--- config.mk ---
export PLATFORM = sky130hd
export DESIGN_NAME = wavetimer
export DESIGN_NICKNAME = d
export VERILOG_FILES = /design/src/rtl/tmr_pkg.sv /design/src/rtl/tmr_counter.sv /design/src/rtl/tmr_ocr.sv /design/src/rtl/tmr_wave.sv /design/src/rtl/wavetimer.sv
export SDC_FILE = /design/constraint.sdc
export NUM_CORES = 1
export LEC_CHECK = 0
export BUFFER_PORTS_ARGS = -buffer_cell sky130_fd_sc_hd__buf_4
export CAP_MARGIN = 5
export CELL_PAD_IN_SITES_DETAIL_PLACEMENT = 0
export CELL_PAD_IN_SITES_GLOBAL_PLACEMENT = 1
export CORE_MARGIN = 10
export CORE_UTILIZATION = 38
export CTS_BUF_LIST = sky130_fd_sc_hd__clkbuf_8
export CTS_CLUSTER_DIAMETER = 100
export DETAILED_ROUTE_END_ITERATION = 8
export PLACE_DENSITY_LB_ADDON = 0.1
export SYNTH_ARGS = -nofsm -noshare
export SYNTH_HDL_FRONTEND = slang
export SYNTH_SLANG_ARGS = --single-unit
--- constraint.sdc ---
create_clock -name clk -period 1.8 [get_ports clk]
set_input_delay 0.18 -clock clk [delete_from_list [all_inputs] [get_ports clk]]
set_output_delay 0.18 -clock clk [all_outputs]
set_load 0.05 [all_outputs]
--- src/rtl/tmr_pkg.sv ---
// Package: shared types for the waveform timer.
// Assumes: 2-bit mode encoding is fixed by software convention.
package tmr_pkg;
    typedef enum logic [1:0] {
        WG_NORMAL = 2'b00,
        WG_PHASE  = 2'b01,
        WG_CTC    = 2'b10,
        WG_FAST   = 2'b11
    } wg_mode_e;
endpackage

--- src/rtl/tmr_counter.sv ---
// Module: tmr_counter
// Steps the count for the selected scheme and reports overflow and TOP events.
// Assumes: ocr is the active compare value; count always advances each clock.
module tmr_counter
    import tmr_pkg::*;
#(
    parameter int W = 8
) (
    input  logic         clk,
    input  logic         rst_n,
    input  wg_mode_e     mode,
    input  logic [W-1:0] ocr,
    output logic [W-1:0] cnt,
    output logic         dn,
    output logic         ovf_evt,
    output logic         top_evt
);
    localparam logic [W-1:0] MAXV = {W{1'b1}};
    localparam logic [W-1:0] ONE  = {{(W-1){1'b0}}, 1'b1};

    logic [W-1:0] cnt_nx;
    logic         dn_nx;

    // next count and direction for the current scheme
    always_comb begin
        cnt_nx = cnt + ONE;
        dn_nx  = 1'b0;
        case (mode)
            WG_PHASE: begin
                if (!dn) begin
                    if (cnt == MAXV) begin
                        cnt_nx = MAXV - ONE;
                        dn_nx  = 1'b1;
                    end
                end else if (cnt == '0) begin
                    cnt_nx = ONE;
                end else begin
                    cnt_nx = cnt - ONE;
                    dn_nx  = 1'b1;
                end
            end
            WG_CTC: if (cnt == ocr) cnt_nx = '0;
            default: ;
        endcase
    end

    // event decode: overflow point and buffer update point
    always_comb begin
        ovf_evt = (mode == WG_PHASE) ? (dn && cnt == '0) : (cnt == MAXV);
        top_evt = mode[0] && (cnt == MAXV);
    end

    // count register
    always_ff @(posedge clk) begin
        if (!rst_n) begin
            cnt <= '0;
            dn  <= 1'b0;
        end else begin
            cnt <= cnt_nx;
            dn  <= dn_nx;
        end
    end

    p_ctc_wrap_r3: assert property (@(posedge clk) disable iff (!rst_n)
        (mode == WG_CTC && cnt == ocr) |=> cnt == '0);
    p_pc_turn_r6: assert property (@(posedge clk) disable iff (!rst_n)
        (mode == WG_PHASE && !dn && cnt == MAXV) |=> (cnt == MAXV - ONE && dn));
    p_norm_step_r2: assert property (@(posedge clk) disable iff (!rst_n)
        (mode == WG_NORMAL) |=> cnt == $past(cnt) + ONE);
endmodule

--- src/rtl/tmr_ocr.sv ---
// Module: tmr_ocr
// Holds the compare value: direct load in non-PWM schemes, buffered copy at TOP in PWM.
// Assumes: upd pulses on the clock the counter sits at TOP in a PWM scheme.
module tmr_ocr #(
    parameter int W = 8
) (
    input  logic         clk,
    input  logic         rst_n,
    input  logic         buffered,
    input  logic         we,
    input  logic [W-1:0] wdata,
    input  logic         upd,
    output logic [W-1:0] ocr,
    output logic [W-1:0] hold
);
    // holding register takes every write
    always_ff @(posedge clk) begin
        if (!rst_n)  hold <= '0;
        else if (we) hold <= wdata;
    end

    // active compare: immediate or copied at TOP
    always_ff @(posedge clk) begin
        if (!rst_n)                ocr <= '0;
        else if (!buffered && we)  ocr <= wdata;
        else if (buffered && upd)  ocr <= hold;
    end

    p_buf_hold_r10: assert property (@(posedge clk) disable iff (!rst_n)
        (buffered && !upd) |=> ocr == $past(ocr));
endmodule

--- src/rtl/tmr_wave.sv ---
// Module: tmr_wave
// Drives the waveform pin from compare matches and TOP, per scheme and pin code.
// Assumes: cnt, dn and ocr are the counter's registered state for this cycle.
module tmr_wave
    import tmr_pkg::*;
#(
    parameter int W = 8
) (
    input  logic         clk,
    input  logic         rst_n,
    input  wg_mode_e     mode,
    input  logic [1:0]   com,
    input  logic [W-1:0] cnt,
    input  logic [W-1:0] ocr,
    input  logic         dn,
    output logic         wave,
    output logic         oe
);
    localparam logic [W-1:0] MAXV = {W{1'b1}};

    logic hit, at_max, wave_nx;

    // pin next value
    always_comb begin
        hit     = (cnt == ocr);
        at_max  = (cnt == MAXV);
        wave_nx = wave;
        case (mode)
            WG_FAST: begin
                if (com[1]) begin
                    if (at_max)   wave_nx = ~com[0];
                    else if (hit) wave_nx = com[0];
                end
            end
            WG_PHASE: begin
                if (com[1] && hit) wave_nx = dn ? ~com[0] : com[0];
            end
            default: begin
                if (hit) begin
                    case (com)
                        2'b01:   wave_nx = ~wave;
                        2'b10:   wave_nx = 1'b0;
                        2'b11:   wave_nx = 1'b1;
                        default: ;
                    endcase
                end
            end
        endcase
        oe = |com;
    end

    // pin register
    always_ff @(posedge clk) begin
        if (!rst_n) wave <= 1'b0;
        else        wave <= wave_nx;
    end

    p_off_hold_r9: assert property (@(posedge clk) disable iff (!rst_n)
        (com == 2'b00) |=> $stable(wave));
    p_fast_top_r4: assert property (@(posedge clk) disable iff (!rst_n)
        (mode == WG_FAST && com == 2'b10 && cnt == MAXV) |=> wave);
endmodule

--- src/rtl/wavetimer.sv ---
// Module: wavetimer (top)
// Timer/counter with one compare unit, four schemes, sticky flags and one pin.
// Assumes: single clock, synchronous active-low reset, strobes last one cycle.
module wavetimer
    import tmr_pkg::*;
#(
    parameter int W = 8
) (
    input  logic         clk,
    input  logic         rst_n,
    input  logic         cfg_we,
    input  logic [1:0]   cfg_mode,
    input  logic [1:0]   cfg_com,
    input  logic         cmp_we,
    input  logic [W-1:0] cmp_wdata,
    input  logic [1:0]   flag_clr,
    output logic [W-1:0] cnt,
    output logic [W-1:0] cmp_rd,
    output logic         ovf_flag,
    output logic         cmp_flag,
    output logic         wave_out,
    output logic         wave_oe
);
    wg_mode_e     mode_q;
    logic [1:0]   com_q;
    logic [W-1:0] ocr;
    logic         dn, ovf_evt, top_evt;

    // configuration register
    always_ff @(posedge clk) begin
        if (!rst_n) begin
            mode_q <= WG_NORMAL;
            com_q  <= 2'b00;
        end else if (cfg_we) begin
            mode_q <= wg_mode_e'(cfg_mode);
            com_q  <= cfg_com;
        end
    end

    tmr_counter #(.W(W)) u_cnt (
        .clk(clk), .rst_n(rst_n), .mode(mode_q), .ocr(ocr),
        .cnt(cnt), .dn(dn), .ovf_evt(ovf_evt), .top_evt(top_evt)
    );

    tmr_ocr #(.W(W)) u_ocr (
        .clk(clk), .rst_n(rst_n), .buffered(mode_q[0]), .we(cmp_we),
        .wdata(cmp_wdata), .upd(top_evt), .ocr(ocr), .hold(cmp_rd)
    );

    tmr_wave #(.W(W)) u_wave (
        .clk(clk), .rst_n(rst_n), .mode(mode_q), .com(com_q), .cnt(cnt),
        .ocr(ocr), .dn(dn), .wave(wave_out), .oe(wave_oe)
    );

    // sticky flags, set beats clear
    always_ff @(posedge clk) begin
        if (!rst_n) begin
            ovf_flag <= 1'b0;
            cmp_flag <= 1'b0;
        end else begin
            ovf_flag <= (ovf_flag & ~flag_clr[0]) | ovf_evt;
            cmp_flag <= (cmp_flag & ~flag_clr[1]) | (cnt == ocr);
        end
    end

    p_ovf_set_r11: assert property (@(posedge clk) disable iff (!rst_n)
        ovf_evt |=> ovf_flag);
    p_cmp_flag_r3: assert property (@(posedge clk) disable iff (!rst_n)
        (cnt == ocr) |=> cmp_flag);
    p_flag_keep_r11: assert property (@(posedge clk) disable iff (!rst_n)
        (ovf_flag && !flag_clr[0]) |=> ovf_flag);
endmodule

# Word-level counts from Yosys, hierarchy flattened
# Cells that the tools add are included.
dict set report word_totals {
  regBits 32
  input_bits 18
  elab_cells 62
}
dict set report classes {
  addsub 2
  eq_ne 11
  n_mux 19
  n_bitwise 8
  n_reduce_logical 13
}
# op n
set ops {}
lappend ops {{8-bit two-way mux} 6}
lappend ops {{8-bit case mux with 2 select lines} 1}
lappend ops {{1-bit two-way mux} 10}
lappend ops {{8-bit by 1-bit adder with 8-bit output (second input constant)} 1}
lappend ops {{2-bit equality test (second input constant)} 4}
lappend ops {{8-bit equality test} 1}
lappend ops {{8-bit equality test (second input constant)} 1}
lappend ops {{8-bit logical NOT} 1}
lappend ops {{8-bit by 1-bit subtractor with 8-bit output (second input constant)} 1}
lappend ops {{1-bit logical AND} 5}
lappend ops {{5-bit AND reduction} 1}
lappend ops {{5-bit nonzero test} 1}
lappend ops {{2-bit by 1-bit equality test with 1-bit output (second input constant)} 2}
lappend ops {{1-bit NOT} 4}
lappend ops {{3-bit by 1-bit != test with 1-bit output (second input constant)} 1}
lappend ops {{1-bit case mux with 3 select lines} 1}
lappend ops {{3-bit nonzero test} 1}
lappend ops {{1-bit bitwise AND} 2}
lappend ops {{2-bit by 1-bit != test with 1-bit output (second input constant)} 1}
lappend ops {{2-bit != test (second input constant)} 1}
lappend ops {{1-bit OR} 2}
lappend ops {{1-bit case mux with 2 select lines} 1}
lappend ops {{2-bit AND reduction} 1}
lappend ops {{2-bit nonzero test} 1}
lappend ops {{2 further kinds} 2}

# Depth between registers and ports, before layout
# Gate-level depths: netlist of run 1.
dict set report depth {
  depth_word 5
  mapped_depth 8
}

# By module
# From an unflattened synthesis of run 1, not the netlist that was laid out.
dict set report hier_totals {
  hier_cells 238
  hier_area_um2 2148.3
}
# module n_inst cells_per_inst area_each_um2
set by_module_without_submodules {}
lappend by_module_without_submodules {tmr_counter 1 120 905.9}
lappend by_module_without_submodules {tmr_ocr 1 62 726.9}
lappend by_module_without_submodules {wavetimer 1 30 302.8}
lappend by_module_without_submodules {tmr_wave 1 26 212.7}

# Worst setup path after synthesis of run 1
# OpenSTA, ideal clock, no wires.
dict set report synth_timing {
  path_type {register -> register}
  start {register u_cnt.cnt[0]}
  end {register u_cnt.cnt[4]}
  setup_ns 0.064
  arrival_time_ns 2.243
  t_required_ns 1.736
  slack_ns -0.508
  path_stages_with_launch 9
  n_path_buf 0
  synth_period_minus_slack_ns 2.308
  cell_sequence {dfxtp_1 inv_1 ha_1 nor4b_2 nor4b_2 nor4b_4 inv_2 or3_1 nand4_1}
}
dict set report synth_via {
  elab_chain_len 4
}
# item line
set synth_rtl {}
lappend synth_rtl {{start: declaration} tmr_counter.sv:13} ;# output logic [W-1:0] cnt,
lappend synth_rtl {{start signal: assignment} tmr_counter.sv:59} ;# cnt <= cnt_nx;
lappend synth_rtl {{8-bit by 1-bit adder with 8-bit output (tied with other cells)} tmr_counter.sv:26} ;# cnt_nx = cnt + ONE;
lappend synth_rtl {{8-bit two-way mux, on equally long branches} {tmr_counter.sv:31, tmr_counter.sv:35}}
lappend synth_rtl {{8-bit two-way mux} tmr_counter.sv:30} ;# if (!dn) begin
lappend synth_rtl {{8-bit case mux with 2 select lines (*)} tmr_counter.sv:28} ;# case (mode)
# Every way passes the cells marked *; elsewhere a longest branch is shown, timed or not.
# A chain may end at the register's enable or synchronous reset.

# Worst setup path in the final report of run 1
dict set report layout_timing {
  start {register u_cnt.cnt[0]}
  end {register u_cnt.cnt[2]}
}
# Same word-level chain as after synthesis.

==> results.json, run 1 <==
{
  "status": "finished, violations left",
  "violations": "setup timing",
  "syn_area_per_cell_um2": 8.87,
  "worstSetupEndpointType": "register",
  "numClockSinks": 32,
  "drt_iter0_markers": 73,
  "maxCapViolations": 0,
  "min_period_over_period": 1.05,
  "path_class": "register to register",
  "power_density_mw_per_mm2": 737,
  "final-hold-violation-count": 0,
  "chipHeight_um": 89.7,
  "io_buffers": 37,
  "fill_cells": 450,
  "crit_path_start_kind": "register",
  "die_area_mm2": 0.00804,
  "netlist_area_mm2": 0.00184,
  "regToRegSetupSlack_ps": -90,
  "finalWorstSetupSlack_ps": -88.6,
  "syn_to_final_growth_pct": 45.4,
  "initial_utilization": 0.390,
  "drv_slew": 0,
  "hold_slack_ps": 133,
  "core_area_mm2": 0.00472,
  "finClkSkew_ps": 5.46,
  "vdd_drop_max_v": 0.000513,
  "drtAntennaViolNets": 0,
  "p_leak_nw": 1.28,
  "timing.rr.start": "u_cnt.cnt[0]$_SDFF_PN0_",
  "ios": 38,
  "vias": 1766,
  "row_count": 25,
  "grt-ovfl-total": 0,
  "fmax_ghz": 0.530,
  "place.gp.congestion": 0.939,
  "hold_path_class": "primary input to register",
  "synthDistinctLibCells": 45,
  "clockBufferDepth": 2,
  "dp_hpwl_um": 3820,
  "netlist.area_leader.share": 0.347,
  "syn-instance-count": 208,
  "clock_latency_ps": 280,
  "synthesis.nets": 233,
  "grt_max_degree": 25,
  "cts_max_level": 2,
  "holdPathStages": 3,
  "reg2reg_to": "u_cnt.cnt[2]$_SDFF_PN0_",
  "setup_viol": 3,
  "synth_seq_cells": 32,
  "drive_gt1_frac": 0.406,
  "path_clk_slew_ps": 70,
  "rsz0062_at_grt": "true",
  "yosysWarnings": 0,
  "postRouteWirelength_um": 5080,
  "hold-path-endpoint": "com_q[1]$_SDFFE_PN0P_",
  "die_w_um": 89.7,
  "grt_pass1_wl_um": 7910,
  "viasPerCell": 5.12,
  "cts_made_buffers": 5,
  "finalPower_mw": 1.98,
  "synth_area_leaders": "dfxtp_1 (35%), mux2i_1 (11%), nor2_1 (6.5%), ha_1 (4.7%), xor2_1 (3.8%)",
  "drc": 0,
  "ctsHoldBuffers": 0,
  "ys_seq_area_frac": 0.347,
  "cts_root_buf": "clkbuf_8",
  "tritoncts": "yes",
  "critPathMaxFanout": 6,
  "final_nets": 302,
  "antenna_found_initial": 0,
  "grt_pass1_vias": 1620,
  "yosysTopAreaCell": "dfxtp_1",
  "cp.arrival_ps": 2060,
  "holdCritStartpoint": "cfg_com[1]",
  "dr.pass1.iters": 4,
  "wl_per_cell_um": 14.7,
  "track_usage": 0.126,
  "n_antenna_cell": 0,
  "rr_worst_depth": 6,
  "required_ps": 1970,
  "worstMarginPinSlew_ps": 320,
  "min_period_ps": 1890,
  "relSlewSlack": 0.786
}
## cell type report
type | count | area (um^2) | area share
clock buffer | 7 | 96.3 | 0.0359
sequential | 32 | 671 | 0.250
tap | 67 | 83.8 | 0.0313
inverter | 13 | 51.3 | 0.0191
multi-input combinational | 152 | 1210 | 0.452
clock inverter | 1 | 3.75 | 0.00140
timing repair buffer | 73 | 564 | 0.210
## synthesized netlist by cell type, drive strengths merged
master	count
a2111o	1
a211o	1
a211oi	9
a21boi	1
a21o	1
a21oi	8
a221oi	2
a22oi	3
a41oi	1
and2	3
and3	3
and3b	1
buf	10
clkbuf	1
dfxtp	32
ha	7
inv	13
mux2	1
mux2i	20
nand2	8
nand2b	3
nand3	4
nand4	3
nor2	32
nor2b	5
nor3	3
nor3b	1
nor4	2
nor4b	4
o21a	2
o21ai	4
o21bai	1
o221ai	1
o311a	3
o31a	1
o32a	1
o32ai	2
or3	2
xor2	8
## worst max-delay path by stage
stage,startpoint,endpoint,slack [ps],depth (start not counted)
2_1_floorplan,u_cnt.cnt[5]$_SDFF_PN0_,u_cnt.cnt[2]$_SDFF_PN0_,-130,7
3_3_place_gp,u_cnt.cnt[0]$_SDFF_PN0_,u_cnt.cnt[3]$_SDFF_PN0_,-200,7
3_5_place_dp,u_cnt.cnt[0]$_SDFF_PN0_,u_cnt.cnt[3]$_SDFF_PN0_,-200,7
4_1_cts,u_cnt.cnt[5]$_SDFF_PN0_,u_cnt.cnt[2]$_SDFF_PN0_,-60,6
5_1_grt,u_cnt.cnt[0]$_SDFF_PN0_,u_cnt.cnt[2]$_SDFF_PN0_,-180,8
6_report,u_cnt.cnt[0]$_SDFF_PN0_,u_cnt.cnt[2]$_SDFF_PN0_,-90,6
## report_power, final
part	internal, mW	switching [mW]
Combinational	0.279	0.292
Sequential	0.745	0.0418
Clock	0.344	0.275
Total	1.37	0.609
## stage by stage
step	setup WS (ps)	cell area, um^2	cells	utilization	setup TNS (ps)
2_1_floorplan	-131	1890	208	-	-455
3_3_place_gp	-198	2430	332	0.515	-609
3_5_place_dp	-198	2430	332	0.515	-775
4_1_cts	-60.2	2610	345	0.552	-112
5_1_grt	-179	2680	345	0.568	-764
6_report	-88.6	2680	345	0.568	-155
## flip-flops by register name (all words and copies together), names as in the netlist
signal       count
u_wave.wave      1
u_ocr.ocr        8
u_cnt.cnt        8
u_ocr.hold       8
com_q            2
cmp_flag         1
ovf_flag         1
mode_q           2
u_cnt.dn         1
## placed cells by master, fill, tap and decap left out, types with 4 or more instances in the layout
cell type,n
dfxtp_4,8
nor2b_1,4
inv_1,10
mux2i_1,20
nor2_1,32
buf_4,71
clkbuf_8,7
a21oi_1,8
nand2_1,6
dfxtp_1,24
a211oi_1,9
o21ai_0,4
nand3_1,4
xor2_1,8
ha_1,4
## critical path, cell delays in order, from the launching register on
cell and delay, ps:
dfxtp_4 370, xor2_1 150, nor4_2 330, a21boi_2 130, o31a_1 360, and3b_1 220
a211o_1 230
## per-layer routing
metal  global-route usage  share of wire
met5                    0              0
met4               0.0477          0.017
met3               0.0352          0.050
met2                0.197           0.48
met1                0.161           0.46
## cell families after synthesis
| kind of cell | count (synthesis) | synth area share |
|---|---|---|
| and+or+nand+nor | 74 | 0.224 |
| muxes | 21 | 0.115 |
| buffers and inverters | 24 | 0.0611 |
| DFF | 32 | 0.347 |
| xor gates and xnor gates | 8 | 0.0380 |
| adders and majority gates | 7 | 0.0475 |
| AOI/OAI and AO/OA | 42 | 0.168 |
## what timing repair did
action	in CTS	in global routing
endpoints found under the hold margin	0	0
pin swaps	8	10
endpoints found under the setup margin	7	17
setup buffers	5	1
gates resized for setup	10	11
Power figures use the tool's default switching activity.
==> run 2, diff against run 1 <==
--- a/config.mk
+++ b/config.mk
@@ -5,16 +5,17 @@
 export SDC_FILE = /design/constraint.sdc
 export NUM_CORES = 1
 export LEC_CHECK = 0
-export BUFFER_PORTS_ARGS = -buffer_cell sky130_fd_sc_hd__buf_4
 export CAP_MARGIN = 5
 export CELL_PAD_IN_SITES_DETAIL_PLACEMENT = 0
 export CELL_PAD_IN_SITES_GLOBAL_PLACEMENT = 1
 export CORE_MARGIN = 10
-export CORE_UTILIZATION = 38
+export CORE_UTILIZATION = 44
 export CTS_BUF_LIST = sky130_fd_sc_hd__clkbuf_8
 export CTS_CLUSTER_DIAMETER = 100
 export DETAILED_ROUTE_END_ITERATION = 8
+export DONT_BUFFER_PORTS = 1
 export PLACE_DENSITY_LB_ADDON = 0.1
+export RECOVER_POWER = 50
 export SYNTH_ARGS = -nofsm -noshare
 export SYNTH_HDL_FRONTEND = slang
 export SYNTH_SLANG_ARGS = --single-unit
==> run 2 against run 1 <==
  * The run still ends with setup timing left
  * Non-clock buffer count decreased by 32
  * Routed wire length fell by 1.9%
  * Maximum frequency grew 1.4%
  * Critical path type unchanged
  * Flip-flop and latch count did not move
  * Die area down 11%
  * Worst setup slack better by 27 ps
  * Sequential share of layout area rose by 3.5 points
  * Clock power decreased by 10%
  * Register-to-register slack better by 30 ps
==> results.json, run 2 (synthesized netlist as in run 1, its figures left out) <==
{
  "status": "finished, violations left",
  "violations": "setup timing",
  "chipHeight_um": 84.7,
  "row_count": 23,
  "drv_slew": 0,
  "cp.arrival_ps": 2030,
  "worstSetupEndpointType": "register",
  "finalWorstSetupSlack_ps": -61.8,
  "slowest_delay_ps": 360,
  "worstMarginPinSlew_ps": 688,
  "ios": 38,
  "grt_max_degree": 29,
  "drtAntennaViolNets": 0,
  "dr.pass1.iters": 4,
  "min_period_over_period": 1.03,
  "final-hold-violation-count": 0,
  "power_density_mw_per_mm2": 777,
  "required_ps": 1970,
  "finClkSkew_ps": 5.53,
  "numClockSinks": 32,
  "clock_latency_ps": 290,
  "grt-ovfl-total": 0,
  "antenna_found_initial": 0,
  "critPathMaxFanout": 6,
  "initial_utilization": 0.458,
  "rsz0062_at_grt": "true",
  "top_regs": "u_cnt.cnt x8, u_ocr.hold x8, u_ocr.ocr x8",
  "die_area_mm2": 0.00718,
  "postRouteWirelength_um": 4990,
  "io_buffers": 0,
  "pre_cts_ws_ps": -185,
  "multiInputGateArea_mm2": 0.00119,
  "core_area_mm2": 0.00403,
  "clockBufferDepth": 2,
  "relSlewSlack": 0.541,
  "design_area_mm2": 0.00235,
  "p_leak_nw": 1.07,
  "ctsHoldBuffers": 0,
  "place.gp.congestion": 0.926,
  "vdd_drop_max_v": 0.000546,
  "viasPerCell": 5.56,
  "drc": 0,
  "layout_common_cells": "nor2_1 (32), buf_4 (26), dfxtp_1 (22), mux2i_1 (20)",
  "crit_chain": "xor2_2 -> nor4_2 -> a21boi_2 -> o31a_1 -> buf_4 -> a22oi_2 -> a22oi_1",
  "register_area_um2": 671,
  "crit_path_start_kind": "register",
  "path_class": "register to register",
  "setup_viol": 6,
  "slowest_stage": "dfxtp_4",
  "wl_per_cell_um": 16.9,
  "fill_cells": 365,
  "final_nets": 270,
  "path_clk_slew_ps": 70,
  "layout_commonest_cell": "nor2_1",
  "syn_to_final_growth_pct": 27.7,
  "setup_tns_ps": -218,
  "finalPower_mw": 1.83,
  "drt_iter0_markers": 56,
  "maxCapViolations": 0,
  "fmax_ghz": 0.537,
  "die_w_um": 84.7,
  "min_period_ps": 1860,
  "final_util": 0.584,
  "grt_pass1_wl_um": 8270,
  "vias": 1646,
  "cts_root_buf": "clkbuf_8",
  "drive_gt1_frac": 0.285,
  "n_antenna_cell": 0,
  "cts_max_level": 2,
  "cts_made_buffers": 5,
  "dp_hpwl_um": 3870,
  "grt_pass1_vias": 1763,
  "track_usage": 0.139,
  "hold_path_class": "primary input to register",
  "tritoncts": "yes",
  "dpl_cell_area_mm2": 0.00219
}
## run 2: cell types whose count changed in the layout (fill, tap and decap cells not counted), sizes merged
cell / delta
buf: -42
inv: +1
clkinv: +1
clkbuf: +8
## run 2: through the flow
step	std cells	hold WS, ps
after floorplan	208	297
after global placement	285	306
after detailed placement	285	305
after CTS	295	8.26
after global routing	296	2.68
final	296	11.1
## run 2: worst max-delay path: cells and delay by family, from the launching register on
family                 cells  cell delay (ps)
AO/OA/AOI/OAI              4              740
AND/OR/NAND/NOR            1              340
flip-flops                 1              360
buffers and inverters      1              170
XOR/XNOR                   1              140
## run 2: area by class of cell
cell class / count / area share
Timing Repair Buffer: 41 / 0.126
Multi-Input combinational cell: 152 / 0.504
Clock inverter: 3 / 0.00797
Tap cell: 50 / 0.0266
Inverter: 13 / 0.0207
Sequential cell: 32 / 0.285
Clock buffer: 5 / 0.0292
## run 2: timing repair
item	4_1_cts	5_1_grt
setup buffers	2	2
gates cloned	0	0
gates resized for setup	14	8
setup endpoints to repair	10	17
pin swaps	11	7
## run 2: routing by layer
| metal | wire length (um) | track usage | vias up |
|---|---|---|---|
| li1 | - | - | 817 |
| met1 | 1960 | 0.141 | 769 |
| met2 | 2570 | 0.242 | 48 |
| met3 | 338 | 0.0531 | 12 |
| met4 | 117 | 0.0734 | 0 |
| met5 | 0 | 0 | - |
## run 2: where the power goes
| group | total [mW] | internal (mW) | switching, mW | leakage, nW |
|---|---|---|---|---|
| Clock | 0.556 | 0.270 | 0.286 | 0.0499 |
| Sequential | 0.796 | 0.746 | 0.0494 | 0.269 |
| Combinational | 0.478 | 0.216 | 0.262 | 0.749 |
## run 2: final timing paths
| check | startpoint | slack [ps] | to | cells past startpoint |
|---|---|---|---|---|
| setup / recovery | u_cnt.cnt[5]$_SDFF_PN0_ | -60 | u_cnt.cnt[7]$_SDFF_PN0_ | 7 |
| hold / removal | rst_n | 10 | u_cnt.cnt[0]$_SDFF_PN0_ | 1 |
| setup reg to reg | u_cnt.cnt[5]$_SDFF_PN0_ | -60 | u_cnt.cnt[7]$_SDFF_PN0_ | 7 |
| hold reg to reg | u_ocr.ocr[6]$_SDFFE_PN0P_ | 510 | u_ocr.ocr[6]$_SDFFE_PN0P_ | 2 |
==> run 3, diff against run 2 <==
--- a/config.mk
+++ b/config.mk
@@ -16,6 +16,7 @@
 export DONT_BUFFER_PORTS = 1
 export PLACE_DENSITY_LB_ADDON = 0.1
 export RECOVER_POWER = 50
+export SETUP_SLACK_MARGIN = 0.4
 export SYNTH_ARGS = -nofsm -noshare
 export SYNTH_HDL_FRONTEND = slang
 export SYNTH_SLANG_ARGS = --single-unit
==> run 3 against run 2 <==
  * The run still ends with setup timing left
  * Core utilization is 8.2 points higher
  * Final cell count increased by 6.8%
  * Hold slack got worse by 5.4 ps
  * Largest cell class unchanged
==> results.json, run 3 (synthesized netlist as in run 1, its figures left out) <==
{
  "status": "finished, violations left",
  "violations": "setup timing",
  "drt_iter0_markers": 97,
  "dp_hpwl_um": 3820,
  "fmax_ghz": 0.524,
  "finalWorstSetupSlack_ps": -109,
  "top_regs": "u_cnt.cnt x8, u_ocr.hold x8, u_ocr.ocr x8",
  "core_area_mm2": 0.00403,
  "postRouteWirelength_um": 5300,
  "grt_max_degree": 23,
  "hold_path_class": "primary input to register",
  "syn_to_final_growth_pct": 45.5,
  "cts_made_buffers": 5,
  "die_w_um": 84.7,
  "worstSetupEndpointType": "register",
  "multiInputGateArea_mm2": 0.00133,
  "io_buffers": 0,
  "drc": 0,
  "timing.rr.start": "u_cnt.cnt[4]$_SDFF_PN0_",
  "min_period_ps": 1910,
  "numClockSinks": 32,
  "worstMarginPinSlew_ps": 686,
  "wl_per_cell_um": 16.8,
  "setup_viol": 6,
  "holdPathStages": 1,
  "final_util": 0.666,
  "rsz0062_at_grt": "true",
  "path_clk_slew_ps": 70,
  "vias": 1733,
  "hold_slack_ps": 5.63,
  "cp.arrival_ps": 2090,
  "chipHeight_um": 84.7,
  "initial_utilization": 0.458,
  "hold-path-endpoint": "u_cnt.cnt[0]$_SDFF_PN0_",
  "final_nets": 289,
  "relSlewSlack": 0.543,
  "regToRegSetupSlack_ps": -110,
  "cts_root_buf": "clkbuf_8",
  "min_period_over_period": 1.06,
  "final-hold-violation-count": 0,
  "critPathMaxFanout": 7,
  "antenna_found_initial": 1,
  "viasPerCell": 5.48,
  "path_class": "register to register",
  "finClkSkew_ps": 3.72,
  "drive_gt1_frac": 0.434,
  "grt-ovfl-total": 0,
  "clockBufferDepth": 2,
  "drv_slew": 0,
  "maxCapViolations": 0,
  "vdd_drop_max_v": 0.000589,
  "layout_commonest_cell": "buf_4",
  "ios": 38,
  "track_usage": 0.143,
  "place.gp.congestion": 0.812,
  "grt_pass1_wl_um": 8560,
  "layout_common_cells": "buf_4 (42), nor2_1 (28), dfxtp_1 (22), mux2i_1 (20), clkbuf_1 (10)",
  "power_density_mw_per_mm2": 725,
  "die_area_mm2": 0.00718,
  "drtAntennaViolNets": 0,
  "reg2reg_to": "u_cnt.cnt[3]$_SDFF_PN0_",
  "crit_path_start_kind": "register",
  "clock_latency_ps": 290,
  "row_count": 23,
  "rr_worst_depth": 6,
  "register_area_um2": 673,
  "holdCritStartpoint": "rst_n",
  "fill_cells": 348,
  "cts_max_level": 2,
  "dr.pass1.iters": 4,
  "tritoncts": "yes",
  "p_leak_nw": 1.18,
  "required_ps": 1980,
  "grt_pass1_vias": 1795
}
[run 3: area by class of cell]
class / instances / share of cell area
diodes: 1 / 0.000932
clock buffers: 5 / 0.0256
clock inverters: 3 / 0.00699
inverters: 13 / 0.0214
multi-input cells: 152 / 0.497
flip-flops and latches: 32 / 0.251
well taps: 50 / 0.0233
repair buffers: 60 / 0.174
[run 3: worst max-delay path, stage by stage (launching register included)]
cell and delay (ps):
dfxtp_4 380, buf_6 130, nor4b_4 350, nand2b_1 120, o311a_1 350, and3_1 190, o311a_1 280
[run 3: timing repair]
action,CTS,global route
hold buffers,0,0
endpoints found under the setup margin,20,21
cloned,1,0
setup buffers,10,6
resized for setup,20,24
pin swaps,17,14
[run 3: worst max path at each step]
stage	startpoint	end	cells past startpoint	slack, ps
finish	u_cnt.cnt[4]$_SDFF_PN0_	u_cnt.cnt[3]$_SDFF_PN0_	6	-110
global placement	u_cnt.cnt[0]$_SDFF_PN0_	u_cnt.cnt[3]$_SDFF_PN0_	7	-130
CTS	u_cnt.cnt[0]$_SDFF_PN0_	u_cnt.cnt[2]$_SDFF_PN0_	6	-90
detailed placement	u_cnt.cnt[0]$_SDFF_PN0_	u_cnt.cnt[3]$_SDFF_PN0_	7	-170
floorplan	u_cnt.cnt[5]$_SDFF_PN0_	u_cnt.cnt[2]$_SDFF_PN0_	7	-130
global route	u_cnt.cnt[0]$_SDFF_PN0_	u_cnt.cnt[2]$_SDFF_PN0_	8	-200
[run 3: through the flow]
step           setup WS, ps  std cells  power [mW]  cell area (um^2)  setup TNS (ps)
3_3_place_gp           -131        290        1.28              2290            -242
4_1_cts               -93.1        309        1.90              2550            -319
3_5_place_dp           -172        290        1.29              2290            -412
6_report               -109        316        1.95              2680            -351
5_1_grt                -198        316        2.05              2680           -1100
2_1_floorplan          -131        208        1.14              1980            -456
[run 3: power by group]
| part | switching, mW | internal, mW |
|---|---|---|
| Clock | 0.291 | 0.270 |
| Sequential | 0.0464 | 0.745 |
| Combinational | 0.315 | 0.279 |
| Total | 0.652 | 1.29 |
[run 3: layer usage]
| metal | track usage | up-vias | share of wire |
|---|---|---|---|
| li1 | - | 858 | - |
| met1 | 0.151 | 819 | 0.40 |
| met2 | 0.254 | 47 | 0.51 |
| met3 | 0.0609 | 9 | 0.075 |
| met4 | 0.0344 | 0 | 0.014 |
| met5 | 0 | - | 0 |
